`src/rtl/pf_prefilter_pkg.sv`:
```
package pf_prefilter_pkg;

    // kernels are held at a common scale of 2**KNORM
    localparam int KNORM = 5;

    typedef enum logic [1:0] {
        KSEL_PASS  = 2'b00,
        KSEL_SOFT  = 2'b01,
        KSEL_SHAPE = 2'b10,
        KSEL_WIDE  = 2'b11
    } ksel_e;

    // luma weight at sample offset off (stride 1), scale 32
    function automatic int luma_weight(ksel_e k, int off);
        int a;
        a = (off < 0) ? -off : off;
        case (k)
            KSEL_SOFT:  return (a == 0) ? 16 : (a == 1) ? 8 : 0;
            KSEL_SHAPE: return (a == 0) ? 18 : (a == 1) ? 7 : (a == 2) ? 4 : (a == 3) ? -4 : 0;
            KSEL_WIDE:  return (a <= 1) ? 8 : (a == 2) ? 4 : 0;
            default:    return 0;
        endcase
    endfunction

    // chroma weight at same-component offset off (stride 2), scale 32
    function automatic int chroma_weight(ksel_e k, int off);
        int a;
        a = (off < 0) ? -off : off;
        case (k)
            KSEL_SOFT:  return (a == 0) ? 16 : (a == 1) ? 8 : 0;
            KSEL_SHAPE: return (a == 0) ? 10 : (a == 1) ? 8 : (a == 2) ? 3 : 0;
            KSEL_WIDE:  return (a <= 1) ? 8 : (a == 2) ? 4 : 0;
            default:    return 0;
        endcase
    endfunction

endpackage

```
`src/rtl/pf_window.sv`:
```
module pf_window #(
    parameter int DW    = 8,
    parameter int REACH = 4
) (
    input  logic                       clk,
    input  logic                       rst_n,
    input  logic                       in_valid,
    input  logic                       in_first,
    input  logic [DW-1:0]              y_in,
    input  logic [DW-1:0]              c_in,
    input  logic [1:0]                 ysel_cfg,
    input  logic [1:0]                 csel_cfg,
    output logic [2*REACH:0][DW-1:0]   y_win,
    output logic [2*REACH:0][DW-1:0]   c_win,
    output logic [2*REACH:0]           first_win,
    output logic [2*REACH:0]           live_win,
    output logic [1:0]                 ysel_mid,
    output logic [1:0]                 csel_mid
);
    localparam int SLOTS = 2 * REACH;

    typedef struct packed {
        logic [SLOTS-1:0][DW-1:0] y;
        logic [SLOTS-1:0][DW-1:0] c;
        logic [SLOTS-1:0]         first;
        logic [SLOTS-1:0]         live;
        logic [SLOTS-1:0][1:0]    ysel;
        logic [SLOTS-1:0][1:0]    csel;
        logic [1:0]               yhold;
        logic [1:0]               chold;
    } win_t;

    win_t st_d, st_q;
    logic [1:0] ysel_now, csel_now;

    always_comb begin
        st_d     = st_q;
        ysel_now = in_first ? ysel_cfg : st_q.yhold;
        csel_now = in_first ? csel_cfg : st_q.chold;
        if (in_valid) begin
            st_d.y     = {st_q.y[SLOTS-2:0], y_in};
            st_d.c     = {st_q.c[SLOTS-2:0], c_in};
            st_d.first = {st_q.first[SLOTS-2:0], in_first};
            st_d.live  = {st_q.live[SLOTS-2:0], 1'b1};
            st_d.ysel  = {st_q.ysel[SLOTS-2:0], ysel_now};
            st_d.csel  = {st_q.csel[SLOTS-2:0], csel_now};
            st_d.yhold = ysel_now;
            st_d.chold = csel_now;
        end
    end

    always_ff @(posedge clk) begin
        if (!rst_n) begin
            st_q <= '0;
        end else begin
            st_q <= st_d;
        end
    end

    // slot 0 is the sample being offered, higher slots are older
    assign y_win     = {st_q.y, y_in};
    assign c_win     = {st_q.c, c_in};
    assign first_win = {st_q.first, in_first};
    assign live_win  = {st_q.live, 1'b1};
    assign ysel_mid  = st_q.ysel[REACH-1];
    assign csel_mid  = st_q.csel[REACH-1];

endmodule

```
`src/rtl/pf_edge_fill.sv`:
```
module pf_edge_fill #(
    parameter int DW     = 8,
    parameter int REACH  = 4,
    parameter int STRIDE = 1
) (
    input  logic [2*REACH:0][DW-1:0] win,
    input  logic [2*REACH:0]         first_win,
    input  logic [2*REACH:0]         live_win,
    output logic [2*REACH:0][DW-1:0] taps
);
    logic cut_new, cut_old;

    always_comb begin
        taps    = win;
        // newer side: a line start between centre and slot j cuts slot j off
        cut_new = 1'b0;
        for (int j = REACH - 1; j >= 0; j--) begin
            cut_new = cut_new | first_win[j];
            if (cut_new) begin
                taps[j] = taps[(j + STRIDE <= REACH) ? j + STRIDE : REACH];
            end
        end
        // older side: centre or anything newer than slot j opened a line
        cut_old = 1'b0;
        for (int j = REACH + 1; j <= 2 * REACH; j++) begin
            cut_old = cut_old | first_win[j-1] | ~live_win[j];
            if (cut_old) begin
                taps[j] = taps[(j - STRIDE >= REACH) ? j - STRIDE : REACH];
            end
        end
    end

endmodule

```
`src/rtl/pf_fir.sv`:
```
module pf_fir
    import pf_prefilter_pkg::*;
#(
    parameter int DW     = 8,
    parameter int REACH  = 4,
    parameter int STRIDE = 1,
    parameter bit CHROMA = 1'b0
) (
    input  logic [2*REACH:0][DW-1:0] taps,
    input  logic [1:0]               sel,
    output logic [DW-1:0]            res
);
    localparam int HALF  = REACH / STRIDE;
    localparam int ACC_W = DW + 8;
    localparam logic signed [ACC_W-1:0] MAXV = ACC_W'((1 << DW) - 1);
    localparam logic signed [ACC_W-1:0] BIAS = ACC_W'(1 << (KNORM - 1));

    logic [2*HALF:0][7:0] wt;

    for (genvar o = 0; o <= 2 * HALF; o++) begin : g_wt
        if (CHROMA) begin : g_c
            assign wt[o] = 8'(chroma_weight(ksel_e'(sel), o - HALF));
        end else begin : g_y
            assign wt[o] = 8'(luma_weight(ksel_e'(sel), o - HALF));
        end
    end

    logic signed [ACC_W-1:0] acc, biased, scaled;

    always_comb begin
        acc = '0;
        for (int o = 0; o <= 2 * HALF; o++) begin
            acc = acc + ACC_W'($signed(wt[o]))
                      * $signed({{(ACC_W-DW){1'b0}}, taps[REACH + (o - HALF) * STRIDE]});
        end
        biased = acc + BIAS;
        scaled = biased >>> KNORM;
        if (ksel_e'(sel) == KSEL_PASS) begin
            res = taps[REACH];
        end else if (scaled < 0) begin
            res = '0;
        end else if (scaled > MAXV) begin
            res = '1;
        end else begin
            res = scaled[DW-1:0];
        end
    end

endmodule

```
`src/rtl/pf_prefilter.sv`:
```
module pf_prefilter #(
    parameter int DW    = 8,
    parameter int REACH = 4
) (
    input  logic          clk,
    input  logic          rst_n,
    input  logic          px_valid,
    input  logic          px_line_start,
    input  logic [DW-1:0] y_in,
    input  logic [DW-1:0] uv_in,
    input  logic [1:0]    y_mode,
    input  logic [1:0]    uv_mode,
    output logic          px_out_valid,
    output logic [DW-1:0] y_out,
    output logic [DW-1:0] uv_out
);
    localparam int Y_STRIDE = 1;
    localparam int C_STRIDE = 2;

    logic [2*REACH:0][DW-1:0] y_win, c_win, y_taps, c_taps;
    logic [2*REACH:0]         first_win, live_win;
    logic [1:0]               ysel_mid, csel_mid;
    logic [DW-1:0]            y_res, c_res;

    pf_window #(.DW(DW), .REACH(REACH)) i_window (
        .clk       (clk),
        .rst_n     (rst_n),
        .in_valid  (px_valid),
        .in_first  (px_line_start),
        .y_in      (y_in),
        .c_in      (uv_in),
        .ysel_cfg  (y_mode),
        .csel_cfg  (uv_mode),
        .y_win     (y_win),
        .c_win     (c_win),
        .first_win (first_win),
        .live_win  (live_win),
        .ysel_mid  (ysel_mid),
        .csel_mid  (csel_mid)
    );

    pf_edge_fill #(.DW(DW), .REACH(REACH), .STRIDE(Y_STRIDE)) i_yfill (
        .win (y_win), .first_win (first_win), .live_win (live_win), .taps (y_taps)
    );

    pf_edge_fill #(.DW(DW), .REACH(REACH), .STRIDE(C_STRIDE)) i_cfill (
        .win (c_win), .first_win (first_win), .live_win (live_win), .taps (c_taps)
    );

    pf_fir #(.DW(DW), .REACH(REACH), .STRIDE(Y_STRIDE), .CHROMA(1'b0)) i_yfir (
        .taps (y_taps), .sel (ysel_mid), .res (y_res)
    );

    pf_fir #(.DW(DW), .REACH(REACH), .STRIDE(C_STRIDE), .CHROMA(1'b1)) i_cfir (
        .taps (c_taps), .sel (csel_mid), .res (c_res)
    );

    typedef struct packed {
        logic          valid;
        logic [DW-1:0] y;
        logic [DW-1:0] c;
    } out_t;

    out_t o_d, o_q;

    always_comb begin
        o_d       = o_q;
        o_d.valid = px_valid & live_win[REACH];
        if (o_d.valid) begin
            o_d.y = y_res;
            o_d.c = c_res;
        end
    end

    always_ff @(posedge clk) begin
        if (!rst_n) begin
            o_q <= '0;
        end else begin
            o_q <= o_d;
        end
    end

    assign px_out_valid = o_q.valid;
    assign y_out        = o_q.y;
    assign uv_out       = o_q.c;

endmodule

```
`config.mk`:
```
export PLATFORM = sky130hd
export DESIGN_NAME = pf_prefilter
export DESIGN_NICKNAME = d
export VERILOG_FILES = /design/src/rtl/pf_prefilter_pkg.sv /design/src/rtl/pf_window.sv /design/src/rtl/pf_edge_fill.sv /design/src/rtl/pf_fir.sv /design/src/rtl/pf_prefilter.sv
export SDC_FILE = /design/constraint.sdc
export NUM_CORES = 1
export LEC_CHECK = 0
export BUFFER_PORTS_ARGS = -buffer_cell sky130_fd_sc_hd__clkbuf_2
export CAP_MARGIN = 20
export CORE_ASPECT_RATIO = 0.7
export CORE_UTILIZATION = 40
export DETAILED_ROUTE_END_ITERATION = 8
export PLACE_DENSITY = 0.63
export SLEW_MARGIN = 30
export SYNTH_ARGS = -nofsm -noshare
export SYNTH_HDL_FRONTEND = slang
export SYNTH_SLANG_ARGS = --single-unit
```
`constraint.sdc`:
```
create_clock -name clk -period 11.25 [get_ports clk]
set_clock_uncertainty 0.2 [all_clocks]
set_input_delay 2.25 -clock clk [delete_from_list [all_inputs] [get_ports clk]]
set_output_delay 2.25 -clock clk [all_outputs]
set_load 0.03 [all_outputs]
```
==> results of run 1 <==
## kinds of logic (layout without fill, tap and decap cells)
| group | after synthesis | after routing | synth area share |
|---|---|---|---|
| AO/OA/AOI/OAI | 227 | 227 | 0.0852 |
| AND/OR/NAND/NOR | 467 | 467 | 0.143 |
| flip-flops | 168 | 168 | 0.190 |
| XOR/XNOR | 54 | 54 | 0.0275 |
| multiplexers | 182 | 182 | 0.104 |
| other | 0 | 1 | 0 |
| buffers and inverters | 405 | 426 | 0.0870 |
| adder cells (fa/ha/maj) | 398 | 398 | 0.363 |
## layout by cell type (no fill, tap or decap), drive strengths merged, types with 59 or more instances in the layout
cell type and instances:
nor2 71, ha 207, dfxtp 168, fa 191, nor2b 160, nand2 91, inv 341, clkbuf 59
mux2i 176, a21oi 72
## metrics by stage
stage	util	hold slack, ns	setup WS (ns)	total power [mW]	instance area (sq um)
5_1_grt	0.438	0.278	0.358	1.37	19100
3_5_place_dp	0.424	0.245	0.741	0.718	18500
3_3_place_gp	0.424	0.235	1.11	0.717	18500
2_1_floorplan	-	0.227	1.62	0.691	17700
4_1_cts	0.438	0.255	0.695	1.34	19100
6_report	0.438	0.252	0.801	1.32	19100
## worst max-delay path: cells and delay by family, from the launching register on
family	cells	cell delay (ns)
adder cells (fa/ha/maj)	12	5.45
AO/OA/AOI/OAI	10	2.38
AND/OR/NAND/NOR	4	1.12
buffers and inverters	7	0.54
flip-flops	1	0.39
XOR/XNOR	1	0.21
## layer usage
| metal | wire, um | GRT usage |
|---|---|---|
| met1 | 23300 | 0.313 |
| met5 | 0 | 0 |
| met4 | 323 | 0.0333 |
| met2 | 17300 | 0.280 |
| met3 | 1980 | 0.0368 |
## cells in the mapped netlist, types with 3 or more instances
cell,number
xor2_1,13
buf_1,18
a21boi_0,12
nand3_1,13
a2111oi_0,7
buf_2,4
o21ai_0,42
nor4_1,3
a21o_1,21
a31oi_1,6
dfxtp_1,168
and2_1,52
xnor2_1,40
a211oi_1,7
a221oi_1,3
nand2b_1,19
clkbuf_1,43
nand3b_1,3
mux2_2,6
nand2_1,90
fa_1,191
inv_1,338
mux2i_1,176
a21oi_1,70
or4_1,3
nor2b_1,160
or3_1,6
nor2_1,70
o21a_1,6
o21bai_1,25
nor3_1,12
ha_1,207
or2_2,19
o211ai_1,3
## area by class of cell
type | count | area [sq um]
Clock inverter | 10 | 144
Timing Repair Buffer | 58 | 350
Antenna cell | 1 | 2.50
Fill cell | 4232 | 24500
Clock buffer | 20 | 457
Sequential cell | 168 | 3360
Tap cell | 594 | 743
Multi-Input combinational cell | 1328 | 12800
Inverter | 338 | 1270
## how the worst max path moves through the flow
stage | end | slack (ns) | cells past startpoint
after floorplan | y_out[6] | 1.62 | 36
after global placement | y_out[1] | 1.11 | 36
after detailed placement | y_out[1] | 0.74 | 34
after CTS | y_out[5] | 0.70 | 34
after global routing | y_out[4] | 0.36 | 34
final | y_out[4] | 0.80 | 34
## power by group
part | internal [mW] | switching [mW] | total [mW]
sequential | 0.604 | 0.0100 | 0.614
clock | 0.360 | 0.260 | 0.620
combinational | 0.0393 | 0.0513 | 0.0906
## state kept, by name (all words and copies together) (netlist names)
signal	flops
y_out	8
uv_out	8
i_window.ysel_mid	2
i_window.first_win	7
px_out_valid	1
i_window.c_win	64
i_window.csel_mid	2
i_window.st_q	12
i_window.y_win	56
i_window.live_win	8
==> impl_metrics.csv, run 1 <==
group,metric,value,unit
outcome,status,"completed",
setup_path,worstPathArrival,10.58,ns
yosys,ys.flop_type,"dfxtp_1",
cts,clock_path_buffers,2,
yosys,yosysTopAreaCellShare,0.216,
sta,finalSetupTns,0,ns
yosys,synth_area_leaders,"fa_1, dfxtp_1, ha_1, mux2i_1, inv_1",
setup_path,slowest_stage,"a2111oi_1",
power,vdd_ir_drop_max,94.7,uV
sta,worst_pin_slew,0.944,ns
hold_path,min_from,"uv_out[7]",
setup_path,cp.required,11.38,ns
setup_path,reg2reg_slack,0.80,ns
yosys,async_reset_ff_frac,0,
yosys,synth_nets,2323,
floorplanning,fp-row-count,64,
global_route,gr-total-overflow,0,
cells_and_area,stdcell_count,2517,
yosys,synth_edf_count,0,
global_route,grt_pass1_vias,12200,
cells_and_area,finalNetCount,2333,
floorplanning,io_pins,41,
setup_path,critPathMaxFanout,10,
run,maxCapViolCount,0,
sta,relSlewSlack,0.369,
setup_path,r2r_end,"y_out[4]",
placement,hpwlAfterDp,35100,um
setup_path,cp-end-kind,"register",
cts,cts_hold_buf,0,
yosys,syn_inst,1901,
cts,cts_tree,"built",
yosys,ys_seq_elements,168,
global_route,grt_start_max_net_pins,91,
placement,io_buffers,40,
setup_path,cpPeakStageDelay,0.70,ns
placement,routabilityCongestion,0.921,
cts,insertion_delay,0.45,ns
setup_path,timing.rr.start,"i_window.ysel_mid[0]",
yosys,ys_warn_count,0,
floorplanning,die_h,178,um
floorplanning,die_w,253,um
cts,cts_max_level,4,
sta,finalHoldViolations,0,
setup_path,worstSetupStartpointType,"register",
sta,finalCritPeriodShare,0.929,
setup_path,path_class,"reg -> reg",
yosys,yosysTopAreaCell,"fa_1",
sta,timing.fmax,95.7,MHz
floorplanning,start_util,0.405,
cts,cts_setup_buffers,0,
hold_path,min_to,"uv_out[7]",
yosys,post_synth.cell_area_avg,9.29,sq um
yosys,netlist_area,0.0177,sq mm
placement,dp_cells,2486,
power,leakagePower,9.79,nW
global_route,grt_pass1_wl,68500,um
sta,rsz0062_at_grt,"no",
power,power_density,69.3,mW/mm^2
detailed_routing,drtPass1Iterations,5,
detailed_routing,wl_per_cell,17.0,um
hold_path,hold_path_depth,2,
detailed_routing,wirelength,42900,um
cts,numClockSinks,168,
floorplanning,fp.coreArea,0.0436,sq mm
global_route,grt_antenna_before_repair,0,
sta,finalCriticalPeriod,10.45,ns
setup_path,cp-startpoint,"i_window.ysel_mid[0]",
cts,cts_root_buffer,"clkbuf_16",
detailed_routing,drcViolationCount,0,
detailed_routing,vias,12400,
yosys,ys_types,72,
cells_and_area,area.growth.synth_to_final,8.12,%
detailed_routing,drtIter0Drc,808,
sta,drv_slew,0,
detailed_routing,viasPerCell,4.94,
cts,numCtsBuffers,17,
setup_path,reg2regPathDepth,34,
detailed_routing,ant_nets,0,
cells_and_area,layout-drive-gt1-share,0.0666,
hold_path,hp-class,"reg -> reg",
floorplanning,die_area,0.0450,sq mm
cts,clk_pin_slew,0.07,ns
cts,post_cts_resized,0,
sta,finalSetupViolations,0,
yosys,synth_seq_area_share,0.190,
setup_path,cp_common_cell,"fa_1",
global_route,grt.total_usage,0.199,
Note: power is estimated with default switching activity, not from simulation.
==> run 2, diff against run 1 <==
- MAX_ROUTING_LAYER: not set -> met4
- PLACE_DENSITY: 0.63 -> 0.55
- RECOVER_POWER: not set -> 25
==> run 2 against run 1 <==
Largest cell class unchanged; the flow now finishes with violations (DRC, capacitance limit, slew limit); sequential share of layout area up 0.082 points; wire length up 4.2%; largest power group is now sequential cells; register-to-register slack worse by 0.27 ns; power down 2.2%; utilization down 0.20 points; highest routed layer unchanged; cell count down 0.16%; worst setup slack worse by 0.27 ns; design area down 0.47%; sequential power about the same; clock power down 6.3%; worst hold slack better by 0.0067 ns.
==> impl_metrics.csv, run 2 (synthesis gave the netlist of run 1 again) <==
group,metric,value,unit
detailed_routing,vias,12500,
global_route,grt_start_max_net_pins,91,
cts,cts_hold_buf,0,
power,p_total,1.30,mW
sta,worst_pin_slew,6.25,ns
detailed_routing,viasPerCell,4.96,
floorplanning,fp-row-count,64,
floorplanning,die_area,0.0450,sq mm
cells_and_area,layout_common_cells,"inv_1, ha_1, fa_1, mux2i_1, dfxtp_1",
sta,finalHoldViolations,0,
global_route,grt_use_met2,0.289,
placement,routabilityCongestion,0.918,
setup_path,critPathTopFamily,"adder cells",
global_route,grt.total_usage,0.215,
cells_and_area,layout-drive-gt1-share,0.0563,
detailed_routing,ant_nets,0,
hold_path,hp-class,"reg -> reg",
setup_path,cp-end-kind,"register",
floorplanning,start_util,0.405,
sta,drv_slew,102,
cells_and_area,nFillCells,4275,
cts,cts_setup_buffers,0,
setup_path,slowest_stage,"a2111oi_0",
global_route,use_met1,0.335,
detailed_routing,wl_per_cell,17.8,um
sta,finalCritPeriodShare,0.953,
sta,finalSetupTns,0,ns
sta,finalSetupViolations,0,
cells_and_area,finalNetCount,2328,
power,vdd_ir_drop_max,109,uV
placement,hpwlAfterDp,36800,um
cts,insertion_delay,0.45,ns
floorplanning,die_h,178,um
outcome,status,"finished with violations",
floorplanning,fp.coreArea,0.0436,sq mm
sta,finalCriticalPeriod,10.72,ns
global_route,grt_pass1_wl,71100,um
global_route,grt_pass1_vias,12400,
placement,io_buffers,40,
power,power_density,68.1,mW/mm^2
detailed_routing,drcViolationCount,2,
setup_path,path_class,"reg -> reg",
cts,cts_tree,"built",
global_route,grt.busiest_layer,"met1",
cts,post_cts_resized,0,
detailed_routing,drtIter0Drc,771,
cells_and_area,area.growth.synth_to_final,7.62,%
sta,setup_ws,0.528,ns
power,leakagePower,9.69,nW
global_route,grt_antenna_before_repair,1,
sta,rsz0062_at_grt,"no",
setup_path,critPathMaxFanout,11,
setup_path,worstPathArrival,10.84,ns
global_route,use_met3,0.0337,
detailed_routing,wirelength,44700,um
cts,clk_pin_slew,0.07,ns
cts,numClockSinks,168,
setup_path,cpPeakStageDelay,0.83,ns
detailed_routing,drtPass1Iterations,7,
setup_path,cp_common_cell,"fa_1",
cts,numCtsBuffers,17,
setup_path,worstSetupStartpointType,"register",
cts,cts_root_buffer,"clkbuf_16",
cts,clock_path_buffers,2,
cells_and_area,largest_register_ffs,64,
cts,cts_max_level,4,
run,maxCapViolCount,1,
placement,post-place-ws,0.633,ns
setup_path,cp.required,11.36,ns
cells_and_area,diodes,0,
sta,relSlewSlack,-3.17,
cells_and_area,finish.utilization,0.436,
cells_and_area,final_common_cell,"inv_1",
sta,timing.fmax,93.3,MHz
global_route,gr-total-overflow,0,
outcome,violations,"DRC, capacitance limit, slew limit",
floorplanning,io_pins,41,
setup_path,worst-path-buf-inv,5,
floorplanning,die_w,253,um
[run 2: report_power, final]
group	internal, mW	switching, mW	leakage (nW)
registers	0.604	0.0109	1.36
clock network	0.318	0.262	0.273
logic	0.0465	0.0534	8.06
total	0.969	0.327	9.69
[run 2: final timing paths]
| kind | start | end | slack, ns | cells after the start |
|---|---|---|---|---|
| setup / recovery | i_window.ysel_mid[1] | y_out[4] | 0.53 | 32 |
| hold / removal | i_window.live_win[1] | i_window.live_win[1] | 0.26 | 1 |
| setup reg to reg | i_window.ysel_mid[1] | y_out[4] | 0.53 | 32 |
| hold reg to reg | i_window.live_win[1] | i_window.live_win[1] | 0.26 | 1 |
[run 2: routing by layer]
| layer | routed length (um) | vias to the layer above |
|---|---|---|
| met2 | 17600 | 192 |
| li1 | - | 6126 |
| met5 | 0 | - |
| met3 | 1860 | 26 |
| met1 | 24700 | 6132 |
| met4 | 500 | 0 |
[run 2: metrics by stage]
step | hold WS, ns | std cells | cell area [sq um]
CTS | 0.259 | 2513 | 19000
global route | 0.294 | 2513 | 19000
floorplan | 0.227 | 1901 | 17700
finish | 0.259 | 2513 | 19000
global placement | 0.237 | 2480 | 18400
detailed placement | 0.243 | 2481 | 18500
[run 2: cell type report]
| type | count | area [sq um] | area share |
|---|---|---|---|
| inverters | 338 | 1270 | 0.0667 |
| well taps | 594 | 743 | 0.0391 |
| repair buffers | 53 | 299 | 0.0157 |
| clock inverters | 13 | 119 | 0.00625 |
| flip-flops and latches | 168 | 3360 | 0.177 |
| multi-input cells | 1328 | 12800 | 0.672 |
| clock buffers | 19 | 453 | 0.0238 |
